$ cat src/rtl/i2c_slave_tx.sv
module i2c_slave_tx #(
  parameter int AW = 7,
  parameter int DW = 8
) (
  input  logic          clk,
  input  logic          rst_n,
  input  logic          scl_i,
  input  logic          sda_i,
  output logic          scl_oe,
  output logic          sda_oe,
  input  logic [AW-1:0] own_addr,
  input  logic          ack_en,
  input  logic [DW-1:0] tx_data,
  input  logic          irq_clr,
  input  logic          arb_lost,
  output logic          irq,
  output logic [7:0]    status
);
  localparam int CW = $clog2(DW + 1);
  localparam logic [CW-1:0] LAST_BIT = CW'(DW - 1);
  localparam logic [CW-1:0] ADR_BITS = CW'(AW + 1);

  localparam logic [7:0] ST_NONE   = 8'hF8;
  localparam logic [7:0] ST_ADDR   = 8'hA8;
  localparam logic [7:0] ST_ARB    = 8'hB0;
  localparam logic [7:0] ST_ACKED  = 8'hB8;
  localparam logic [7:0] ST_NACKED = 8'hC0;
  localparam logic [7:0] ST_FINAL  = 8'hC8;

  typedef enum logic [2:0] {S_IDLE, S_ADDR, S_AACK, S_HOLD, S_TX, S_MACK} st_t;

  st_t            st;
  logic [2:0]     scl_p, sda_p;
  logic [CW-1:0]  cnt;
  logic [DW-1:0]  sr;
  logic [7:0]     code;
  logic           last, mnack, arb_f;

  wire scl_s = scl_p[1];
  wire scl_d = scl_p[2];
  wire sda_s = sda_p[1];
  wire sda_d = sda_p[2];
  wire scl_rise  = scl_s & ~scl_d;
  wire scl_fall  = ~scl_s & scl_d;
  wire start_det = scl_s & scl_d & sda_d & ~sda_s;
  wire stop_det  = scl_s & scl_d & ~sda_d & sda_s;
  wire go_tx     = (code == ST_ADDR) | (code == ST_ARB) | (code == ST_ACKED);
  wire addr_hit  = (sr[AW:1] == own_addr) & sr[0] & ack_en;

  assign scl_oe = (st == S_HOLD);
  assign sda_oe = (st == S_AACK) | ((st == S_TX) & ~sr[DW-1]);
  assign status = irq ? code : ST_NONE;

  always_ff @(posedge clk or negedge rst_n) begin
    if (!rst_n) begin
      scl_p <= '1;
      sda_p <= '1;
    end else begin
      scl_p <= {scl_p[1:0], scl_i};
      sda_p <= {sda_p[1:0], sda_i};
    end
  end

  always_ff @(posedge clk or negedge rst_n) begin
    if (!rst_n) begin
      st    <= S_IDLE;
      cnt   <= '0;
      sr    <= '0;
      code  <= ST_NONE;
      irq   <= 1'b0;
      last  <= 1'b0;
      mnack <= 1'b0;
      arb_f <= 1'b0;
    end else begin
      if (arb_lost) arb_f <= 1'b1;
      if (st == S_HOLD) begin
        if (irq_clr) begin
          irq <= 1'b0;
          if (go_tx) begin
            sr   <= tx_data;
            cnt  <= '0;
            last <= ~ack_en;
            st   <= S_TX;
          end else begin
            st <= S_IDLE;
          end
        end
      end else if (stop_det) begin
        st <= S_IDLE;
        if (!arb_lost) arb_f <= 1'b0;
      end else if (start_det) begin
        st  <= S_ADDR;
        cnt <= '0;
      end else begin
        case (st)
          S_ADDR: begin
            if (scl_rise) begin
              sr  <= {sr[DW-2:0], sda_s};
              cnt <= cnt + 1'b1;
            end else if (scl_fall && cnt == ADR_BITS) begin
              st <= addr_hit ? S_AACK : S_IDLE;
            end
          end
          S_AACK: begin
            if (scl_fall) begin
              irq   <= 1'b1;
              code  <= arb_f ? ST_ARB : ST_ADDR;
              arb_f <= 1'b0;
              st    <= S_HOLD;
            end
          end
          S_TX: begin
            if (scl_fall) begin
              sr  <= {sr[DW-2:0], 1'b1};
              cnt <= cnt + 1'b1;
              if (cnt == LAST_BIT) st <= S_MACK;
            end
          end
          S_MACK: begin
            if (scl_rise) begin
              mnack <= sda_s;
            end else if (scl_fall) begin
              irq  <= 1'b1;
              code <= mnack ? ST_NACKED : (last ? ST_FINAL : ST_ACKED);
              st   <= S_HOLD;
            end
          end
          default: ;
        endcase
      end
    end
  end

  a_r1_quiet_after_reset: assert property (@(posedge clk) $rose(rst_n) |-> !irq && !sda_oe && !scl_oe);
  a_r6_stretch_while_pending: assert property (@(posedge clk) disable iff (!rst_n) irq |-> scl_oe);
  a_r6_release_on_clear: assert property (@(posedge clk) disable iff (!rst_n) (irq && irq_clr) |=> (!irq && !scl_oe));
  a_r7_sda_moves_scl_low: assert property (@(posedge clk) disable iff (!rst_n) !$stable(sda_oe) |-> !scl_s);
  a_r9_detach_after_final: assert property (@(posedge clk) disable iff (!rst_n) (irq && irq_clr && status == ST_FINAL) |=> !sda_oe);
  a_r10_idle_code: assert property (@(posedge clk) disable iff (!rst_n) !irq |-> status == ST_NONE);
  a_r2_valid_codes: assert property (@(posedge clk) disable iff (!rst_n)
    irq |-> (status == ST_ADDR || status == ST_ARB || status == ST_ACKED || status == ST_NACKED || status == ST_FINAL));
endmodule

$ cat config.mk
export PLATFORM = sky130hd
export DESIGN_NAME = i2c_slave_tx
export DESIGN_NICKNAME = d
export VERILOG_FILES = /design/src/rtl/i2c_slave_tx.sv
export SDC_FILE = /design/constraint.sdc
export NUM_CORES = 1
export LEC_CHECK = 0
export BUFFER_PORTS_ARGS = -buffer_cell sky130_fd_sc_hd__buf_2
export CAP_MARGIN = 20
export CORE_MARGIN = 5
export CORE_UTILIZATION = 45
export DETAILED_ROUTE_END_ITERATION = 10
export GPL_ROUTABILITY_DRIVEN = 0
export GPL_TIMING_DRIVEN = 0
export PLACE_DENSITY = 0.67
export SYNTH_ARGS = -nofsm -noshare
export SYNTH_HDL_FRONTEND = slang
export SYNTH_SLANG_ARGS = --single-unit
$ cat constraint.sdc
create_clock -name clk -period 2.1 [get_ports clk]
set_input_delay 0.315 -clock clk [delete_from_list [all_inputs] [get_ports clk]]
set_output_delay 0.315 -clock clk [all_outputs]
set_load 0.01 [all_outputs]
==> impl_results.md, run 1 <==
* Final core occ at a little over half
* Synth async-reset ratio at between 90% and 100%
* Global-route wire length before repair at 6660 um
* Routed vias at between 1000 and 1500
* Post-CTS Resized at 0
* Peak supply drop at 0.593 mV
* Num rows at 23
* Die width at about 73 um
* Metal3 WL at approximately 200 um
* DR top layer: met4
* Initial Utilization at 45.7%
* Post-Syn Area at 1790 sq um
* Nets at 238
* Slew @ Worst Pin at between 0.6 and 0.7 ns
* Die area at around 5300 sq um
* Starting DRC count in detailed routing at 102
* Largest net degree at the start of global routing at 30
* Pwr Density at between 1000 and 1500 nW/um^2
* Via density at around 5.5
* ANT cells at 0
* Total track usage at roughly 16%
* Drt first pass iters at 4
* Mapped Cells at 176
* DRC viols at 0
* Crit end category: flip-flop
* Slowest CP cell: dfrtp_1
* Setup CP Type: flip-flop to flip-flop
* Met2 WL at 1710 um
* Max-slew violations at 0
* Required time of the critical path at between 2 and 2.5 ns
* I/O pin count at 33
* WL met1 at ~1900 um
* CTS max path bufs at 2
* Status: finished clean
* Antenna Nets Post-Route at 0
* Share of layout cells above drive strength 1 at about 37%
* Global route overflow at 0
* Crit path top cell by count: buf_2
* Skew final at just over 0.01 ns
* Post-CTS setup buffers at 0
* Synth warnings at 0
* Static leakage at roughly 0.92 nW
* Floorplan core area at 3910 sq um
* Crit path cell chain: buf_2, and3b_1, buf_2, o22a_1, a21oi_4, mux2_2
* Clock Sinks at 29
* Final hold vios at 0
* Mapped Avg Cell Area at just over 10 sq um
* Fin Setup TNS at 0 ns
* R2R Setup Slk at 0.08 ns
* WL final at between 3000 and 4000 um
* Period minus WS final at roughly 2.0 ns
* Die height at 73.1 um
* Clock Latency Late Sink at between 0.2 and 0.3 ns
* Dpl hpwl at between 2000 and 3000 um
* Area growth from synthesis to layout at 17.0%
* Period utilisation layout at 96.0%
* Antenna violations before repair at 0
* Total power at 2.62 mW
* Sequential share of the synthesized area at between 40% and 50%
* Hold-fix buffers at CTS at 0
* Synth unique cells at approximately 50
* Max Fclk at approximately 0.50 GHz
* Top_reg_cell synth: dfrtp_1
* Clk slew on worst S/H paths at about 0.070 ns
* Cts bufs inserted at 5
* #FFs+latches synth at 29
* Unrepaired setup endpoints after global routing: false
* I/O Buffers at 28
* Htree depth at 2
* Final setup vio count at 0
* Worst min-delay path category: input pin to async pin
* Root Driver: clkbuf_8
* Drt wl/cell at ~15 um
* Vias in the first global route at 1443
* CTS tree: yes
* Worst Setup Start Kind: flip-flop
* Max-cap violations at 0
* Slew headroom at 57.1%
* CP max stage delay at roughly 0.37 ns
* EDFF count, synth at 0
* CP arrival at 2.18 ns
* CP Max Fanout at 10
==> placed cells by master (no fill, tap or decap), drive strengths merged, types with 2 or more instances in the layout <==
cell / count
buf: 39
dfrtp: 19
mux2: 17
nand2: 10
dfstp: 10
inv: 8
xor2: 8
nand2b: 8
o21ai: 8
a21oi: 8
nor2: 6
clkbuf: 6
nor2b: 4
mux2i: 4
nor3: 4
conb: 4
nand4b: 3
a211oi: 3
nor4: 3
a21o: 3
a32oi: 3
o31ai: 3
o22ai: 2
and4b: 2
or3: 2
nand3: 2
and3: 2
ha: 2
clkinv: 2
a31oi: 2
==> per-layer routing <==
| metal | track usage (%) | vias up |
|---|---|---|
| met2 | 24.2 | 38 |
| met5 | 0 | - |
| met4 | 7.38 | 0 |
| met3 | 4.41 | 10 |
| met1 | 21.4 | 690 |
| li1 | - | 720 |
==> worst paths after layout <==
kind,startpoint,end,cells past startpoint
max,st[0],sr[6],6
min,rst_n,sr[7],1
max reg2reg,st[0],sr[6],6
min reg2reg,sda_p[0],sda_p[1],0
max in group asynchronous,rst_n,sr[6],1
min in group clk,scl_i,scl_p[0],1
==> metrics by stage <==
step / hold WS, ns / std cells / setup slack (ns) / area [sq um]
5_1_grt: 0.110 / 265 / 0.00893 / 2090
6_report: 0.0505 / 265 / 0.0848 / 2090
3_3_place_gp: 0.346 / 256 / 0.0728 / 2000
3_5_place_dp: 0.347 / 256 / 0.0789 / 2000
4_1_cts: 0.0700 / 264 / 0.0539 / 2090
2_1_floorplan: 0.0194 / 178 / 0.247 / 1800
==> sequential cells by signal (all words and copies together), names as in the netlist <==
| name | flops |
|---|---|
| last | 1 |
| arb_f | 1 |
| irq | 1 |
| code | 4 |
| scl_p | 3 |
| cnt | 4 |
| st | 3 |
| sda_p | 3 |
| mnack | 1 |
| sr | 8 |
==> final cells by class <==
cell class | instances | area (sq um)
buffer | 11 | 66.3
clock buffer | 5 | 68.8
clock inverter | 3 | 17.5
fill | 369 | 1820
inverter | 8 | 30.0
multi-input combinational | 130 | 963
sequential | 29 | 738
tap | 50 | 62.6
timing repair buffer | 29 | 148
==> kinds of logic after synthesis <==
logic type | synth area share (%)
AOI/OAI and AO/OA | 17.1
DFF | 41.2
muxes | 12.9
xor gates and xnor gates | 3.91
adders and majority gates | 1.40
other | 0.419
and+or+nand+nor | 17.7
buffers and inverters | 5.38
==> power breakdown <==
group	switching (mW)	internal, mW
logic	0.609	0.599
clock network	0.222	0.228
registers	0.169	0.789
total	1.00	1.62
==> cell usage after synthesis, types with 3 or more instances <==
cell type,number,area share [%]
xor2_1,8,3.9
nor4_1,3,1.0
nor2_1,6,1.3
o31ai_1,3,1.3
dfstp_2,10,15
nand4b_1,3,1.5
a21o_1,3,1.3
o21ai_0,7,2.0
mux2_2,17,11
buf_2,5,1.4
nand2b_1,7,2.4
dfrtp_1,19,27
mux2i_1,4,2.2
nand2_1,10,2.1
nor3_1,4,1.1
nor2b_1,4,1.4
a32oi_1,3,1.5
buf_4,5,2.1
a211oi_1,3,1.3
inv_1,8,1.7
a21oi_1,7,2.0
==> worst max-delay path: cells and delay by family, from the launching register on <==
kind	cells	cell delay, ns
flip-flops	1	0.37
AND/OR/NAND/NOR	1	0.18
buffers and inverters	2	0.35
multiplexers	1	0.37
AO/OA/AOI/OAI	2	0.61
Note: power is estimated with default switching activity, not from simulation.
==> inputs of run 2 (changes only) <==
--- a/config.mk
+++ b/config.mk
@@ -13,6 +13,7 @@
 export GPL_ROUTABILITY_DRIVEN = 0
 export GPL_TIMING_DRIVEN = 0
 export PLACE_DENSITY = 0.67
+export RECOVER_POWER = 50
 export SYNTH_ARGS = -nofsm -noshare
 export SYNTH_HDL_FRONTEND = slang
 export SYNTH_SLANG_ARGS = --single-unit
==> impl_results.md, run 2 (synthesis results as in run 1) <==
* Status: complete, but fails checks
* Failing checks: capacitance limit, slew limit
* Global-route wire length before repair at between 6000 and 7000 um
* Placed Cells at 256
* Most frequent cells in the layout: buf_2, dfrtp_1, mux2_2
* Most common cell after layout, fill and taps aside: buf_2
* CTS tree: yes
* Global route overflow at 0
* Clock Latency Late Sink at around 0.29 ns
* Final setup vio count at 0
* Area growth from synthesis to layout at 16.9%
* Antenna violations before repair at 0
* Cts bufs inserted at 5
* Static leakage at a little over 0.9 nW
* Skew final at between 0.01 and 0.015 ns
* Worst Path Buf+Inv at 2
* I/O pin count at 33
* DR top layer: met4
* Area used by multi-input combinational logic at 963 sq um
* CP max stage delay at roughly 0.37 ns
* CP top delay family: compound AO/OA/AOI/OAI gates
* Die width at around 73 um
* Num rows at 23
* Clk slew on worst S/H paths at 0.06 ns
* Worst Setup Start Kind: flip-flop
* I/O Buffers at 28
* Slew headroom at -2.62%
* Period utilisation layout at a little over nine tenths
* Drt first pass iters at 6
* WL final at 3850 um
* Crit path cell chain: buf_2, and3b_1, buf_2, o22a_1, a21oi_4, mux2_2
* Period minus WS final at around 2.0 ns
* Fill cells at 370
* Total track usage at between 15 and 20%
* Vias in the first global route at ~1400
* Largest register by flop count: sr
* Max-slew violations at 30
* CP Max Fanout at 10
* Unrepaired setup endpoints after global routing: false
* Setup CP Type: flip-flop to flip-flop
* Dpl hpwl at between 2000 and 3000 um
* Peak supply drop at a little under 0.6 mV
* Largest net degree at the start of global routing at 30
* Cell Count, Final, Fillers Out at approximately 270
* Fin Setup TNS at 0 ns
* CP arrival at between 2 and 2.5 ns
* Clock Sinks at 29
* Largest regs: sr (8), cnt (4), code (4)
* Routed vias at between 1000 and 1500
* Required time of the critical path at between 2 and 2.5 ns
* Floorplan core area at 3910 sq um
* Largest register FFs at 8
* DRC viols at 0
* Share of layout cells above drive strength 1 at about 36%
* Drt wl/cell at ~15 um
* Max-cap violations at 1
* Htree depth at 2
* Pwr Density at approximately 1200 nW/um^2
* Die height at approximately 73 um
* Die area at approximately 5300 sq um
* Worst min-delay path category: input pin to flip-flop
* Initial Utilization at 45.7%
* Nets at 238
* Metal3 WL at roughly 210 um
* Max Fclk at around 0.5 GHz
* Crit end category: flip-flop
* ANT cells at 0
* Total power at roughly 2.6 mW
* Slew @ Worst Pin at around 1.5 ns
* Antenna Nets Post-Route at 0
* Starting DRC count in detailed routing at between 100 and 150
* Sequential Area at around 740 sq um
* Met2 WL at 1700 um
* WL met1 at around 1800 um
* Via density at between 5 and 6
* Slowest CP cell: dfrtp_1
* Root Driver: clkbuf_8
* Crit path top cell by count: buf_2
* CTS max path bufs at 2
* Final hold vios at 0
-- run 2: cell count changes in the layout (fill, tap and decap cells not counted), sizes merged --
cell / change
buf: -1
clkbuf: +1
-- run 2: cell type report --
type                            count  share of cell area (%)
Sequential cell                    29                    35.3
Inverter                            8                    1.43
Clock buffer                        5                    3.29
Tap cell                           50                    2.99
Multi-Input combinational cell    130                    46.0
Clock inverter                      3                   0.837
Timing Repair Buffer               29                    6.99
Buffer                             11                    3.17
-- run 2: per-stage QoR --
step                hold WS [ns]  worst slack [ns]  area, sq um  utilization [%]
floorplan                 0.0194             0.247         1800                -
global placement           0.346            0.0728         2000             51.1
detailed placement         0.347            0.0789         2000             51.1
CTS                       0.0700            0.0539         2090             53.3
global route               0.119           0.00893         2090             53.5
finish                     0.127            0.0850         2090             53.5
-- run 2: path summary, 6_finish.rpt --
kind / end / slack (ns) / startpoint / cells after the start
max: sr[6] / 0.09 / st[0] / 6
min reg2reg: sda_p[1] / 0.35 / sda_p[0] / 0
min in group asynchronous: sr[7] / 0.40 / rst_n / 1
min: scl_p[0] / 0.13 / scl_i / 1
max in group asynchronous: sr[6] / 0.80 / rst_n / 1
max reg2reg: sr[6] / 0.09 / st[0] / 6
-- run 2: routing by layer --
layer	vias to the layer above	track usage (%)
met5	-	0
met3	12	4.41
met2	40	24.2
li1	721	-
met4	0	7.38
met1	686	21.4
-- run 2: what timing repair did --
| item | in CTS | in global routing |
|---|---|---|
| resized for setup | 0 | 0 |
| buffers inserted | 0 | 1 |
| endpoints found under the setup margin | 0 | 3 |
| hold buffers | 0 | 0 |
-- run 2: power breakdown --
| group | leakage (nW) | switching (mW) | internal, mW |
|---|---|---|---|
| clock network | 0.0439 | 0.222 | 0.228 |
| logic | 0.546 | 0.609 | 0.599 |
| registers | 0.330 | 0.170 | 0.789 |
| total | 0.920 | 1.00 | 1.62 |
==> inputs of run 3 (changes only) <==
--- a/config.mk
+++ b/config.mk
@@ -7,12 +7,14 @@
 export LEC_CHECK = 0
 export BUFFER_PORTS_ARGS = -buffer_cell sky130_fd_sc_hd__buf_2
 export CAP_MARGIN = 20
+export CELL_PAD_IN_SITES_DETAIL_PLACEMENT = 1
+export CELL_PAD_IN_SITES_GLOBAL_PLACEMENT = 1
 export CORE_MARGIN = 5
-export CORE_UTILIZATION = 45
+export CORE_UTILIZATION = 33
 export DETAILED_ROUTE_END_ITERATION = 10
 export GPL_ROUTABILITY_DRIVEN = 0
 export GPL_TIMING_DRIVEN = 0
-export PLACE_DENSITY = 0.67
+export PLACE_DENSITY_LB_ADDON = 0.1
 export RECOVER_POWER = 50
 export SYNTH_ARGS = -nofsm -noshare
 export SYNTH_HDL_FRONTEND = slang
==> constraint.sdc (replaced) <==
create_clock -name clk -period 2.1 [get_ports clk]
set_input_delay 0.315 -clock clk [delete_from_list [all_inputs] [get_ports clk]]
set_output_delay 0.315 -clock clk [all_outputs]
set_load 0.005 [all_outputs]
==> impl_results.md, run 3 (synthesis results as in run 1) <==
* I/O pin count at 33
* CP arrival at 2.19 ns
* Most common cell after layout, fill and taps aside: buf_2
* Drt wl/cell at around 17 um
* Fill cells at about 620
* Largest regs: sr (8), cnt (4), code (4)
* Largest net degree at the start of global routing at 30
* Status: complete, but fails checks
* Total track usage at roughly 15%
* Static leakage at around 0.93 nW
* Final WS setup at roughly 0.07 ns
* Final hold vios at 0
* Num rows at 26
* Die area at between 6000 and 7000 sq um
* Via density at 5.23
* Max-cap violations at 1
* Clock Latency Late Sink at 0.28 ns
* DRC viols at 0
* Share of layout cells above drive strength 1 at around 37%
* Skew final at a little over 0.005 ns
* Largest register FFs at 8
* I/O Buffers at 28
* Initial Utilization at approximately 34%
* Area growth from synthesis to layout at 19.1%
* Starting DRC count in detailed routing at 88
* Period utilisation layout at ~97%
* Clk slew on worst S/H paths at about 0.060 ns
* Largest register by flop count: sr
* ANT cells at 0
* Failing checks: capacitance limit, slew limit
* Antenna violations before repair at 0
* Global-route wire length before repair at between 8000 and 9000 um
* Worst min-delay path category: input pin to flip-flop
* Clock Sinks at 29
* Required time of the critical path at roughly 2.3 ns
* Max-slew violations at 30
* Worst Setup Start Kind: flip-flop
* Setup CP Type: flip-flop to flip-flop
* Die height at approximately 84 um
* WHS at 0.128 ns
* Peak supply drop at a little under 0.5 mV
* Dpl hpwl at between 3000 and 4000 um
* CP Max Fanout at 8
* Drt first pass iters at 4
* Nets at 240
* Htree depth at 2
* Slew headroom at -9.84%
* Slew @ Worst Pin at around 1.6 ns
* Max Fclk at 0.493 GHz
* CTS tree: yes
* Root Driver: clkbuf_8
* CTS max path bufs at 2
* Antenna Nets Post-Route at 0
* Pwr Density at approximately 1300 nW/um^2
* Die width at about 84 um
* Global route overflow at 0
* Cts bufs inserted at 5
* Total power at around 2.7 mW
* Period minus WS final at roughly 2.0 ns
* Pre-CTS WS at 0.0378 ns
* WL final at 4940 um
* Final setup vio count at 0
* Floorplan core area at approximately 5200 sq um
* Vias in the first global route at around 1600
* Most frequent cells in the layout: buf_2, dfrtp_1, mux2_2
* Routed vias at between 1500 and 2000
* Crit end category: flip-flop
run 3: cell types whose count changed in the layout (fill, tap and decap cells not counted):
cell / delta
buf_2: -1
o22a_1: -1
o22a_2: +1
clkbuf_1: +1
clkbuf_4: +1
clkinvlp_4: -1
buf_4: +2
run 3: routing by layer:
layer  vias to the layer above  global-route usage (%)  routed length (um)
li1                        715                       -                   -
met1                       739                    18.3                2220
met2                        37                    23.9                2410
met3                        10                    3.85                 223
met4                         0                    5.70                  84
met5                         -                       0                   0
run 3: repair_timing:
| action | 4_1_cts | 5_1_grt |
|---|---|---|
| setup endpoints to repair | 0 | 9 |
| buffers inserted | 0 | 3 |
| hold buffers | 0 | 0 |
| gates resized for setup | 0 | 2 |
run 3: final timing paths:
kind / cells past startpoint / slack [ns] / endpoint / startpoint
setup / recovery: 5 / 0.07 / sr[4] / scl_p[2]
hold / removal: 1 / 0.13 / sda_p[0] / sda_i
setup reg to reg: 5 / 0.07 / sr[4] / scl_p[2]
hold reg to reg: 0 / 0.36 / scl_p[1] / scl_p[0]
max in group asynchronous: 1 / 0.70 / sr[1] / rst_n
min in group asynchronous: 1 / 0.44 / arb_f / rst_n
run 3: area by class of cell:
| class | count | area (sq um) | share of cell area (%) |
|---|---|---|---|
| Buffer | 11 | 68.8 | 3.23 |
| Clock buffer | 6 | 72.6 | 3.40 |
| Clock inverter | 2 | 10.0 | 0.469 |
| Inverter | 8 | 30.0 | 1.41 |
| Multi-Input combinational cell | 130 | 965 | 45.2 |
| Sequential cell | 29 | 738 | 34.6 |
| Tap cell | 70 | 87.6 | 4.11 |
| Timing Repair Buffer | 31 | 161 | 7.57 |
run 3: stage by stage:
step	area, sq um	cells	setup TNS (ns)	utilization, %
after floorplan	1800	178	0	-
after global placement	2030	276	0	38.9
after detailed placement	2030	276	0	38.9
after CTS	2110	284	0	40.5
after global routing	2130	287	-0.0234	41.0
final	2130	287	0	41.0
run 3: power breakdown:
group	internal (mW)	switching, mW
Clock	0.229	0.220
Sequential	0.789	0.181
Combinational	0.614	0.637
Total	1.63	1.04
run 3: critical path, cell delays in order, from the launching register on:
cell      delay [ns]
dfstp_2         0.60
nand2b_4        0.11
or3_1           0.36
buf_2           0.17
a21oi_4         0.30
mux2_2          0.38
